**src/rtl/sc_char_tx.sv**
```systemverilog
module sc_char_tx #(
  parameter int OVS     = 16,
  parameter int GUARD_W = 8,
  parameter int RETRY_W = 3
) (
  input  logic               clk,
  input  logic               rst_n,
  input  logic               tick,
  input  logic [7:0]         byte_in,
  input  logic               byte_valid,
  output logic               byte_ready,
  input  logic [GUARD_W-1:0] guard_bits,
  input  logic [RETRY_W-1:0] retry_max,
  input  logic               odd_par,
  input  logic               line_in,
  output logic               line_oe,
  output logic               tx_done,
  output logic               frame_err,
  input  logic               err_clr
);
  localparam int HALF     = OVS / 2;
  localparam int STOP_LEN = OVS + HALF;
  localparam int GAP_LEN  = 2 * OVS + HALF;
  localparam int CW       = $clog2(GAP_LEN);
  localparam logic [CW-1:0] HALF_END = CW'(HALF - 1);
  localparam logic [CW-1:0] BIT_END  = CW'(OVS - 1);
  localparam logic [CW-1:0] STOP_END = CW'(STOP_LEN - 1);
  localparam logic [CW-1:0] GAP_END  = CW'(GAP_LEN - 1);

  typedef enum logic [2:0] {IDLE, LEAD, BITS, STOP, GAP, GUARD} st_t;

  st_t               st;
  logic [CW-1:0]     cnt;
  logic [3:0]        bidx;
  logic [9:0]        frm;
  logic [RETRY_W-1:0] rcnt;
  logic [GUARD_W-1:0] gcnt;
  logic              nack;

  assign byte_ready = (st == IDLE) && !frame_err;
  assign line_oe    = (st == BITS) && !frm[bidx];

  always_ff @(posedge clk or negedge rst_n) begin
    if (!rst_n) begin
      st <= IDLE; cnt <= '0; bidx <= '0; frm <= '1; rcnt <= '0;
      gcnt <= '0; nack <= 1'b0; tx_done <= 1'b1; frame_err <= 1'b0;
    end else begin
      if (err_clr && frame_err) begin
        frame_err <= 1'b0;
        tx_done   <= 1'b1;
      end
      case (st)
        IDLE: if (byte_valid && byte_ready) begin
          frm     <= {^byte_in ^ odd_par, byte_in, 1'b0};
          rcnt    <= '0;
          cnt     <= '0;
          tx_done <= 1'b0;
          st      <= LEAD;
        end
        LEAD: if (tick) begin
          if (cnt == HALF_END) begin
            cnt <= '0; bidx <= '0; st <= BITS;
          end else cnt <= cnt + 1'b1;
        end
        BITS: if (tick) begin
          if (cnt == BIT_END) begin
            cnt <= '0;
            if (bidx == 4'd9) st <= STOP;
            else bidx <= bidx + 1'b1;
          end else cnt <= cnt + 1'b1;
        end
        STOP: if (tick) begin
          if (cnt == BIT_END) nack <= !line_in;
          if (cnt == STOP_END) begin
            cnt <= '0;
            if (nack) begin
              if (rcnt == retry_max) begin
                frame_err <= 1'b1;
                st        <= IDLE;
              end else begin
                rcnt <= rcnt + 1'b1;
                st   <= GAP;
              end
            end else if (rcnt != '0 || guard_bits == '0) begin
              tx_done <= 1'b1;
              st      <= IDLE;
            end else begin
              gcnt <= '0;
              st   <= GUARD;
            end
          end else cnt <= cnt + 1'b1;
        end
        GAP: if (tick) begin
          if (cnt == GAP_END) begin
            cnt <= '0; bidx <= '0; st <= BITS;
          end else cnt <= cnt + 1'b1;
        end
        GUARD: if (tick) begin
          if (cnt == BIT_END) begin
            cnt <= '0;
            if (gcnt + 1'b1 == guard_bits) begin
              tx_done <= 1'b1;
              st      <= IDLE;
            end else gcnt <= gcnt + 1'b1;
          end else cnt <= cnt + 1'b1;
        end
        default: st <= IDLE;
      endcase
    end
  end


  accept_clears_done_chk: assert property (@(posedge clk) disable iff (!rst_n)
    (byte_valid && byte_ready) |=> !tx_done);

  err_sticky_chk: assert property (@(posedge clk) disable iff (!rst_n)
    (frame_err && !err_clr) |=> frame_err);

  err_blocks_ready_chk: assert property (@(posedge clk) disable iff (!rst_n)
    frame_err |-> (!byte_ready && !line_oe));

  err_no_done_chk: assert property (@(posedge clk) disable iff (!rst_n)
    $rose(frame_err) |-> !tx_done);

  done_means_ready_chk: assert property (@(posedge clk) disable iff (!rst_n)
    tx_done |-> (byte_ready && !line_oe));

  tick_gate_chk: assert property (@(posedge clk) disable iff (!rst_n)
    (!tick && st != IDLE) |=> $stable(line_oe));
endmodule

```
**config.mk**
```make
export PLATFORM = sky130hd
export DESIGN_NAME = sc_char_tx
export DESIGN_NICKNAME = d
export VERILOG_FILES = /design/src/rtl/sc_char_tx.sv
export SDC_FILE = /design/constraint.sdc
export NUM_CORES = 1
export LEC_CHECK = 0
export ABC_AREA = 0
export BUFFER_PORTS_ARGS = -buffer_cell sky130_fd_sc_hd__buf_2
export CAP_MARGIN = 5
export CORE_ASPECT_RATIO = 1.1
export CORE_UTILIZATION = 60
export CTS_CLUSTER_SIZE = 25
export DETAILED_ROUTE_END_ITERATION = 8
export PLACE_DENSITY = 0.81
export SETUP_SLACK_MARGIN = 0.4
export SYNTH_ARGS = -nofsm -noshare
export SYNTH_HDL_FRONTEND = slang
export SYNTH_SLANG_ARGS = --single-unit
```
**constraint.sdc**
```tcl
create_clock -name clk -period 4.45 [get_ports clk]
set_input_delay 0.2225 -clock clk [delete_from_list [all_inputs] [get_ports clk]]
set_output_delay 0.2225 -clock clk [all_outputs]
set_load 0.02 [all_outputs]
```
==> results.tsv <==
stage	metric	value	unit
run_status	status	finished, final reports clean	
floorplanning	io_pins	30	
sta	slew_violations	0	
logic_synthesis	synth.net_count	315	
worst_setup_path	max_stage_delay	0.44	ns
logic_synthesis	synth_edf_count	0	
routing	wl_per_cell	15.61	µm
logic_synthesis	synth.top_cells.by_area	dfrtp_1, dfstp_2, xnor2_1, mux2_2, nand2_1	
cts	cts.reportedPaths.clkPinSlew	0.08	ns
global_routing	antenna_found_initial	0	
logic_synthesis	ys_seq_area_frac	0.3531	
cells_and_area	final_cell_mix	buf_2, dfrtp_1, nand2_1, nor2_1, xnor2_1	
sta	finClkSkew	0.01014	ns
logic_synthesis	yosysTopAreaCell	dfrtp_1	
worst_setup_path	required	4.63	ns
routing	drcViolationCount	0	
place	portBuffers	29	
cts	clock_path_buffers	2	
cts	insertion_delay	0.30	ns
floorplanning	core	4285	µm²
global_routing	grt-ovfl-total	0	
cells_and_area	diodes	0	
floorplanning	row_count	25	
routing	firstDrtPassIters	4	
floorplanning	start_util	0.6210	
routing	wirelength	5.650	mm
place	dp_hpwl	4.298	mm
cts	cts_setup_buffers	0	
pwr	power_density	279.6	nW/µm²
sta	finalHoldViolCount	0	
cts	hold_buffers	0	
cells_and_area	area_delta_synth_final	9.497	%
global_routing	grt_pass1_wl	9.625	mm
logic_synthesis	avgSynthCellArea	9.404	µm²
logic_synthesis	async_flop_share	1.000	
sta	max_slew_margin	0.4446	
worst_setup_path	cp-end-kind	flop	
logic_synthesis	syn_area	2661	µm²
cts	cts_buffers	5	
hold_path	hold_class	in -> async	
logic_synthesis	synth.top_cell.area_share	0.2445	
cts	cts.sinks	37	
logic_synthesis	ys_ff_latch	37	
flow_run	maxCapViolCount	0	
worst_setup_path	critPathKind	reg -> reg	
sta	rsz0062_at_grt	false	
floorplanning	dieWidth	65.50	µm
global_routing	grt_usage	0.2634	
place	dpl_cell_area	2824	µm²
cells_and_area	final_common_cell	buf_2	
pwr	peakVddDrop	244.7	µV
sta	finalCritPeriodShare	0.5432	
worst_setup_path	cp_top_family	simple AND/OR/NAND/NOR gates	
routing	ant_nets	0	
worst_setup_path	cp_cell_sequence	ha_1, nand3_2, or3_4, a2111oi_4, nand3_2, nand3_2, o22ai_1	
sta	timing.fmax	0.4137	GHz
floorplanning	dieHeight	71.85	µm
worst_setup_path	critPathBufInv	0	
floorplanning	die_area	4706	µm²
cts	cts_tree	built	
routing	drt-vias-per-instance	6.152	
routing	vias	2227	
cells_and_area	final_net_count	339	
global_routing	grt_start_max_net_pins	38	
sta	fin_tns_setup	0	ns
pwr	p_leak	1.189	nW
logic_synthesis	ys_warn_count	0	
routing	first_iter_violations	101	
worst_setup_path	crit_top_cell	nand3_2	
cells_and_area	layout-drive-gt1-share	0.2597	
worst_setup_path	startpoint_type	flop	
logic_synthesis	synth_cells	283	
cts	cts_htree_levels	2	
logic_synthesis	yosysUniqueCellTypes	60	
logic_synthesis	ys.flop_type	dfrtp_1	
global_routing	grt_pass1_vias	2239	
sta	finalSetupViolCount	0	
cts	cts_resized	0	
worst_setup_path	cpMaxStageDelayCell	dfrtp_1	
cells_and_area	finalInstanceArea	2914	µm²
place	place.gp.congestion	0.7937	
cells_and_area	nFillCells	354	
worst_setup_path	path_max_fanout	8	
cts	root_buffer	clkbuf_8	
sta	period_needed	2.417	ns
sta	tightest_slew	0.8330	ns
worst_setup_path	critPathArrivalTime	2.59	ns
==> power breakdown <==
group,switching [mW],leakage [nW],internal [mW],total [mW]
clock,0.128,0.0445,0.111,0.239
sequential,0.0535,0.430,0.363,0.417
combinational,0.0745,0.714,0.0837,0.158
total,0.257,1.19,0.558,0.815
==> final cells by class <==
class | instances | area [µm²] | area share
flip-flops and latches | 37 | 939.7 | 0.3225
repair buffers | 29 | 145.1 | 0.04981
inverters | 12 | 45.04 | 0.01546
clock inverters | 3 | 21.27 | 0.007299
clock buffers | 5 | 68.82 | 0.02362
well taps | 54 | 67.56 | 0.02319
multi-input cells | 222 | 1627 | 0.5582
==> state kept, by name, indices dropped and copies added, names as in the netlist <==
name       cells
cnt            6
rcnt           3
bidx           4
gcnt           8
frm           10
st             3
nack           1
frame_err      1
tx_done        1
==> synthesized netlist by cell type (5+ instances only) <==
| cell | count |
|---|---|
| nand2b_1 | 9 |
| a21o_1 | 7 |
| xnor2_1 | 17 |
| nand2_1 | 22 |
| dfstp_2 | 11 |
| ha_1 | 6 |
| xor2_1 | 6 |
| clkbuf_1 | 8 |
| o21ai_0 | 14 |
| nor2_1 | 21 |
| nand3_1 | 11 |
| a21oi_1 | 7 |
| nand3_2 | 6 |
| inv_1 | 12 |
| mux2_2 | 9 |
| nor3_1 | 5 |
| dfrtp_1 | 26 |
==> per-stage QoR <==
stage	instances	util	total power [mW]	setup slack, ns	hold WS [ns]
after floorplan	283	-	0.5343	2.281	-0.07309
after global placement	354	0.6590	0.5751	2.067	0.3604
after detailed placement	354	0.6590	0.5827	2.052	0.3578
after CTS	362	0.6800	0.8209	2.043	0.04132
after global routing	362	0.6800	0.8599	1.873	0.07602
final	362	0.6800	0.8146	2.033	0.02313
==> cell families (layout without fill, tap and decap cells) <==
group | after synthesis | count (layout) | synth area share
buffers and inverters | 24 | 49 | 0.03573
AOI/OAI and AO/OA | 66 | 66 | 0.1946
muxes | 15 | 15 | 0.07005
and+or+nand+nor | 112 | 112 | 0.2426
DFF | 37 | 37 | 0.3531
adders and majority gates | 6 | 6 | 0.02821
xor gates and xnor gates | 23 | 23 | 0.07569
==> metal layers <==
layer  GRT usage  routed length [µm]  vias to the layer above
li1            -                   -                     1080
met1      0.3094                2361                     1088
met2      0.4742                2978                       50
met3     0.04459                 202                        9
met4     0.09903                 108                        0
met5           0                   0                        -
==> worst reg2reg max path, cell delays in order (launching register included) <==
cell and delay [ns]:
dfrtp_1 0.44, ha_1 0.29, nand3_2 0.15, or3_4 0.43
a2111oi_4 0.43, nand3_2 0.27, nand3_2 0.21, o22ai_1 0.09
==> worst paths after layout <==
| kind | from | endpoint | slack, ns | cells past startpoint |
|---|---|---|---|---|
| max | gcnt[0] | gcnt[1] | 2.03 | 7 |
| min | rst_n | gcnt[2] | 0.02 | 1 |
| max reg2reg | gcnt[0] | gcnt[1] | 2.03 | 7 |
| min reg2reg | frm[9] | frm[9] | 0.50 | 2 |
| max in group asynchronous | rst_n | bidx[0] | 3.90 | 1 |
| min in group clk | line_in | nack | 0.10 | 2 |
Power figures use the tool's default switching activity.
